### src/rtl/dr_link_pkg.sv
package dr_link_pkg;

  typedef enum logic [1:0] {
    TX_IDLE = 2'd0,
    TX_RISE = 2'd1,
    TX_HOLD = 2'd2,
    TX_FALL = 2'd3
  } tx_state_e;

  localparam int unsigned SEQ_W = 16;

  // Fibonacci shift sequence, taps 16,14,13,11
  function automatic logic [SEQ_W-1:0] seq_next(input logic [SEQ_W-1:0] s);
    return {s[SEQ_W-2:0], s[15] ^ s[13] ^ s[12] ^ s[10]};
  endfunction

endpackage

### src/rtl/dr_tx.sv
module dr_tx
  import dr_link_pkg::*;
#(
  parameter int unsigned WIDTH = 8,
  parameter logic [15:0] SEED  = 16'hACE1
) (
  input  logic             clk,
  input  logic             rst_n,
  input  logic [WIDTH-1:0] word,
  input  logic             req,
  input  logic             ack,
  output logic             ready,
  output logic [WIDTH-1:0] rail_t,
  output logic [WIDTH-1:0] rail_f,
  output logic             rising,
  output logic             falling,
  output logic             holding
);

  localparam int unsigned SPAN = (WIDTH > SEQ_W) ? WIDTH : SEQ_W;
  localparam logic [WIDTH-1:0] ALL_ONES = {WIDTH{1'b1}};

  // fold the sequence state onto the pair positions
  function automatic logic [WIDTH-1:0] spread(input logic [SEQ_W-1:0] s);
    logic [WIDTH-1:0] m;
    m = '0;
    for (int k = 0; k < int'(SPAN); k++) begin
      m[k % WIDTH] = m[k % WIDTH] ^ s[k % SEQ_W];
    end
    return m;
  endfunction

  // subset of candidates chosen by mask, never empty when candidates exist
  function automatic logic [WIDTH-1:0] pick(input logic [WIDTH-1:0] cand,
                                            input logic [WIDTH-1:0] mask);
    logic [WIDTH-1:0] sel;
    sel = cand & mask;
    if (sel == '0) sel = cand & (~cand + 1'b1);
    return sel;
  endfunction

  tx_state_e        state_q;
  logic [WIDTH-1:0] word_q;
  logic [SEQ_W-1:0] seq_q;
  logic [WIDTH-1:0] up_q;
  logic [WIDTH-1:0] sel;

  assign up_q = rail_t | rail_f;

  always_comb begin
    if (state_q == TX_FALL) sel = pick(up_q, spread(seq_q));
    else                    sel = pick(~up_q, spread(seq_q));
  end

  always_ff @(posedge clk) begin
    if (!rst_n) begin
      state_q <= TX_IDLE;
      word_q  <= '0;
      seq_q   <= SEED;
      rail_t  <= '0;
      rail_f  <= '0;
    end else begin
      seq_q <= seq_next(seq_q);
      case (state_q)
        TX_IDLE: begin
          if (req && !ack) begin
            word_q  <= word;
            state_q <= TX_RISE;
          end
        end
        TX_RISE: begin
          rail_t <= rail_t | (sel & word_q);
          rail_f <= rail_f | (sel & ~word_q);
          if ((up_q | sel) == ALL_ONES) state_q <= TX_HOLD;
        end
        TX_HOLD: begin
          if (ack) state_q <= TX_FALL;
        end
        TX_FALL: begin
          rail_t <= rail_t & ~sel;
          rail_f <= rail_f & ~sel;
          if ((up_q & ~sel) == '0) state_q <= TX_IDLE;
        end
        default: state_q <= TX_IDLE;
      endcase
    end
  end

  assign ready   = (state_q == TX_IDLE) && !ack;
  assign rising  = (state_q == TX_RISE);
  assign falling = (state_q == TX_FALL);
  assign holding = (state_q == TX_HOLD);

endmodule

### src/rtl/dr_detect.sv
module dr_detect #(
  parameter int unsigned WIDTH = 8
) (
  input  logic [WIDTH-1:0] rail_t,
  input  logic [WIDTH-1:0] rail_f,
  output logic             complete,
  output logic             clear,
  output logic             bad,
  output logic [WIDTH-1:0] word
);

  function automatic logic all_pairs_single(input logic [WIDTH-1:0] t,
                                            input logic [WIDTH-1:0] f);
    logic ok;
    ok = 1'b1;
    for (int i = 0; i < int'(WIDTH); i++) begin
      ok = ok & (t[i] != f[i]);
    end
    return ok;
  endfunction

  function automatic logic all_low(input logic [WIDTH-1:0] t,
                                   input logic [WIDTH-1:0] f);
    return (t == '0) && (f == '0);
  endfunction

  function automatic logic any_shorted(input logic [WIDTH-1:0] t,
                                       input logic [WIDTH-1:0] f);
    return |(t & f);
  endfunction

  assign complete = all_pairs_single(rail_t, rail_f);
  assign clear    = all_low(rail_t, rail_f);
  assign bad      = any_shorted(rail_t, rail_f);
  assign word     = rail_t;

endmodule

### src/rtl/dr_rx.sv
module dr_rx #(
  parameter int unsigned WIDTH = 8
) (
  input  logic             clk,
  input  logic             rst_n,
  input  logic [WIDTH-1:0] rail_t,
  input  logic [WIDTH-1:0] rail_f,
  output logic             ack,
  output logic [WIDTH-1:0] word,
  output logic             done,
  output logic             err,
  output logic             complete,
  output logic             clear,
  output logic             bad
);

  logic [WIDTH-1:0] decoded;
  logic             take;
  logic             release_ack;

  dr_detect #(.WIDTH(WIDTH)) u_detect (
    .rail_t   (rail_t),
    .rail_f   (rail_f),
    .complete (complete),
    .clear    (clear),
    .bad      (bad),
    .word     (decoded)
  );

  assign take        = !ack && complete;
  assign release_ack = ack && clear;

  always_ff @(posedge clk) begin
    if (!rst_n) begin
      ack  <= 1'b0;
      word <= '0;
      done <= 1'b0;
      err  <= 1'b0;
    end else begin
      done <= take;
      err  <= err | bad;
      if (take) begin
        word <= decoded;
        ack  <= 1'b1;
      end else if (release_ack) begin
        ack <= 1'b0;
      end
    end
  end

endmodule

### src/rtl/dr_link.sv
module dr_link
  import dr_link_pkg::*;
#(
  parameter int unsigned WIDTH = 8,
  parameter logic [15:0] SEED  = 16'hACE1
) (
  input  logic             clk,
  input  logic             rst_n,
  input  logic [WIDTH-1:0] snd_word,
  input  logic             snd_req,
  output logic             snd_ready,
  output logic [WIDTH-1:0] snd_rail_t,
  output logic [WIDTH-1:0] snd_rail_f,
  input  logic             snd_ack,
  input  logic [WIDTH-1:0] rcv_rail_t,
  input  logic [WIDTH-1:0] rcv_rail_f,
  output logic             rcv_ack,
  output logic [WIDTH-1:0] rcv_word,
  output logic             rcv_done,
  output logic             rcv_err,
  output logic             rcv_complete,
  output logic             rcv_clear
);

  // internal events brought out for the checker
  logic tx_rising;
  logic tx_falling;
  logic tx_holding;
  logic rx_bad;

  dr_tx #(.WIDTH(WIDTH), .SEED(SEED)) u_tx (
    .clk     (clk),
    .rst_n   (rst_n),
    .word    (snd_word),
    .req     (snd_req),
    .ack     (snd_ack),
    .ready   (snd_ready),
    .rail_t  (snd_rail_t),
    .rail_f  (snd_rail_f),
    .rising  (tx_rising),
    .falling (tx_falling),
    .holding (tx_holding)
  );

  dr_rx #(.WIDTH(WIDTH)) u_rx (
    .clk      (clk),
    .rst_n    (rst_n),
    .rail_t   (rcv_rail_t),
    .rail_f   (rcv_rail_f),
    .ack      (rcv_ack),
    .word     (rcv_word),
    .done     (rcv_done),
    .err      (rcv_err),
    .complete (rcv_complete),
    .clear    (rcv_clear),
    .bad      (rx_bad)
  );

endmodule

### config.mk
export PLATFORM = sky130hd
export DESIGN_NAME = dr_link
export DESIGN_NICKNAME = d
export VERILOG_FILES = /design/src/rtl/dr_link_pkg.sv /design/src/rtl/dr_tx.sv /design/src/rtl/dr_detect.sv /design/src/rtl/dr_rx.sv /design/src/rtl/dr_link.sv
export SDC_FILE = /design/constraint.sdc
export NUM_CORES = 1
export LEC_CHECK = 0
export ABC_CLOCK_PERIOD_IN_PS = 7200
export BUFFER_PORTS_ARGS = -buffer_cell sky130_fd_sc_hd__clkbuf_2
export CAP_MARGIN = 10
export CORE_AREA = 10 10 82 84
export CTS_BUF_LIST = sky130_fd_sc_hd__clkbuf_16
export DETAILED_ROUTE_END_ITERATION = 8
export DIE_AREA = 0 0 92 94
export HOLD_SLACK_MARGIN = 0.15
export MAX_ROUTING_LAYER = met4
export PLACE_DENSITY = 0.79
export SLEW_MARGIN = 20
export SYNTH_ARGS = -nofsm -noshare
export SYNTH_HDL_FRONTEND = slang
export SYNTH_SLANG_ARGS = --single-unit
### constraint.sdc
create_clock -name clk -period 7.2 [get_ports clk]
set_input_delay 0.72 -clock clk [delete_from_list [all_inputs] [get_ports clk]]
set_output_delay 0.72 -clock clk [all_outputs]
set_load 0.02 [all_outputs]
==> impl_metrics.yaml <==
worst_setup_path:
  crit_slowest_cell: "a222oi_1"
  arrival_ps: 2960
  crit_required_ps: 7370
  max_stage_delay_ps: 720
  crit_path_max_fanout: 8
  timing.critical_path.cells: "or2_1 > a222oi_1 > nand3_2 > a2bb2oi_1 > a221o_1 > o31ai_2 > o21ai_2 > mux2i_1"
  crit_type: "reg2reg"
  path_delay_family: "compound AO/OA/AOI/OAI gates"
  end_kind: "register"
  cp.buffers_inverters: 0
  cp-start-kind: "register"
cts:
  cts_tree: "yes"
  cts_setup_buffers: 0
  clkSinkCount: 53
  clock_path_buffers: 2
  ctsResizeCount: 0
  worstSkewPairLatency_ps: 290
  clk_pin_slew_ps: 60
  clockRootBuffer: "clkbuf_16"
  h-tree-depth: 2
  cts_made_buffers: 5
  cts_hold_buf: 0
die:
  start_util_pct: 53.67
  io_pins: 58
  fp.coreArea_um2: 5075
  die_h_um: 94
  dieArea_um2: 8648
  die_w_um: 92
  row_count: 26
global_route:
  antenna_found_initial: 0
  track_usage_pct: 17.40
  overflow: 0
  grt_start_max_net_pins: 33
  grt_pass1_vias: 2559
  grt_pass1_wl_um: 12080
sta:
  hold_ws_ps: 458.6
  fmax_ghz: 0.3588
  skew_ps: 4.825
  rsz0062_at_grt: "no"
  fin_ws_ps: 4413
  worst_slew_pin_slew_ps: 991.2
  slew_headroom_pct: 33.85
  slew_viol_final: 0
  setup_viol: 0
  finalSetupTns_ps: 0
  min_period_ps: 2787
  hold_violations: 0
  finalCritPeriodShare_pct: 38.71
placement:
  gp_congestion: 0.9380
  place_area_um2: 3032
  dpl.hpwl_um: 5772
  dp_cells: 437
  io_buffers: 57
  place_ws_ps: 4515
synthesis:
  synth_fp_nets: 367
  synth_ff_type: "dfxtp_1"
  async_reset_ff_share_pct: 0
  ys_types: 50
  yosys-top-cells-area: "dfxtp_1 (39%), a21oi_1 (5.5%), ha_1 (5.5%)"
  yosysSeqAreaShare_pct: 38.95
  synth_area_um2: 2724
  synth.top_cell.area_share_pct: 38.95
  synth-edff-count: 0
  ys_ff_latch: 53
  synth_area_per_cell_um2: 8.330
  synthCells: 327
  synth.largest_area_cell: "dfxtp_1"
  yosysWarnings: 0
layout:
  layout-area-overhead-vs-synth_pct: 16.35
  diodes: 0
  layout_commonest_cell: "clkbuf_2"
  final_area_um2: 3169
  postLayoutCoreUtil_pct: 62.45
  final_net_count: 414
  final_cell_mix: "clkbuf_2 (57), dfxtp_1 (53), nor2_1 (39), a21oi_1 (30), nand2_1 (25)"
  finalNonFillerCells: 445
  drive_gt1_share_pct: 18.93
worst_hold_path:
  hp-class: "reg2reg"
routing:
  vias_per_cell: 5.975
  drt.antenna.violating_nets: 0
  routedWlPerCell_um: 16.84
  route.detailed.drc: 0
  firstDrtPassIters: 7
  finalWirelength_um: 7496
  drt-initial-drc-count: 182
  vias: 2659
job:
  maxCapViolations: 0
pwr:
  p_leak_nw: 1.321
  power.density_cell_area_nw_per_um2: 293.2
  power.total_mw: 0.9293
  peakVddDrop_mv: 0.1416
status:
  status: "finished, final reports clean"
-- synthesized netlist by cell type (all sizes together), types with 6 or more instances --
master / number
nor2: 39
nand2b: 8
a22oi: 7
clkbuf: 14
nand3: 12
nor3: 10
xor2: 10
ha: 12
inv: 6
nor4: 15
dfxtp: 53
a21oi: 30
o21ai: 9
and2: 10
nand2: 25
or2: 8
mux2i: 10
-- final timing paths --
kind	depth (start not counted)	from	endpoint	slack, ps
worst max-delay path	8	u_tx.rail_t[4]	u_tx.state_q[1]	4410
worst max register to register	8	u_tx.rail_t[4]	u_tx.state_q[1]	4410
worst min-delay path	1	u_tx.seq_q[6]	u_tx.seq_q[7]	460
worst min register to register	1	u_tx.seq_q[6]	u_tx.seq_q[7]	460
-- flip-flops by register name (all words and copies together), names as in the netlist --
name	flops
u_tx.rail_f	8
u_tx.rail_t	8
u_tx.seq_q	16
u_rx.ack	1
u_rx.err	1
u_rx.word	8
u_tx.word_q	8
u_rx.done	1
u_tx.state_q	2
-- worst reg2reg max path: stages, from the launching register on --
cell       delay, ps
dfxtp_1          330
or2_1            320
a222oi_1         720
nand3_2          260
a2bb2oi_1        230
a221o_1          360
o31ai_2          210
o21ai_2          110
mux2i_1          130
-- power breakdown --
part	total (mW)	internal, mW	switching [mW]
Clock	0.228	0.126	0.102
Combinational	0.350	0.126	0.224
Sequential	0.351	0.323	0.0282
Total	0.929	0.575	0.355
-- layout make-up --
class,instances,area (µm²)
flip-flops and latches,53,1061
multi-input cells,249,1560
inverters,6,22.52
clock inverters,3,12.51
clock buffers,5,125.1
fillers,498,1906
repair buffers,59,300.3
well taps,70,87.58
-- per-layer routing --
layer	wire length (µm)	up-vias	GRT usage, %
met5	0	-	-
met4	150	0	6.427
met3	686	18	5.915
met2	3686	132	29.47
met1	2972	1241	18.52
li1	-	1268	-
-- cells by family after synthesis --
kind of cell             after synthesis  share of synthesized area, %
buffers and inverters                 25                         3.766
AND/OR/NAND/NOR                      137                         24.90
flip-flops                            53                         38.95
AO/OA/AOI/OAI                         77                         18.74
XOR/XNOR                              13                         4.456
multiplexers                          10                         3.675
adder cells (fa/ha/maj)               12                         5.512
Note: power is estimated with default switching activity, not from simulation.
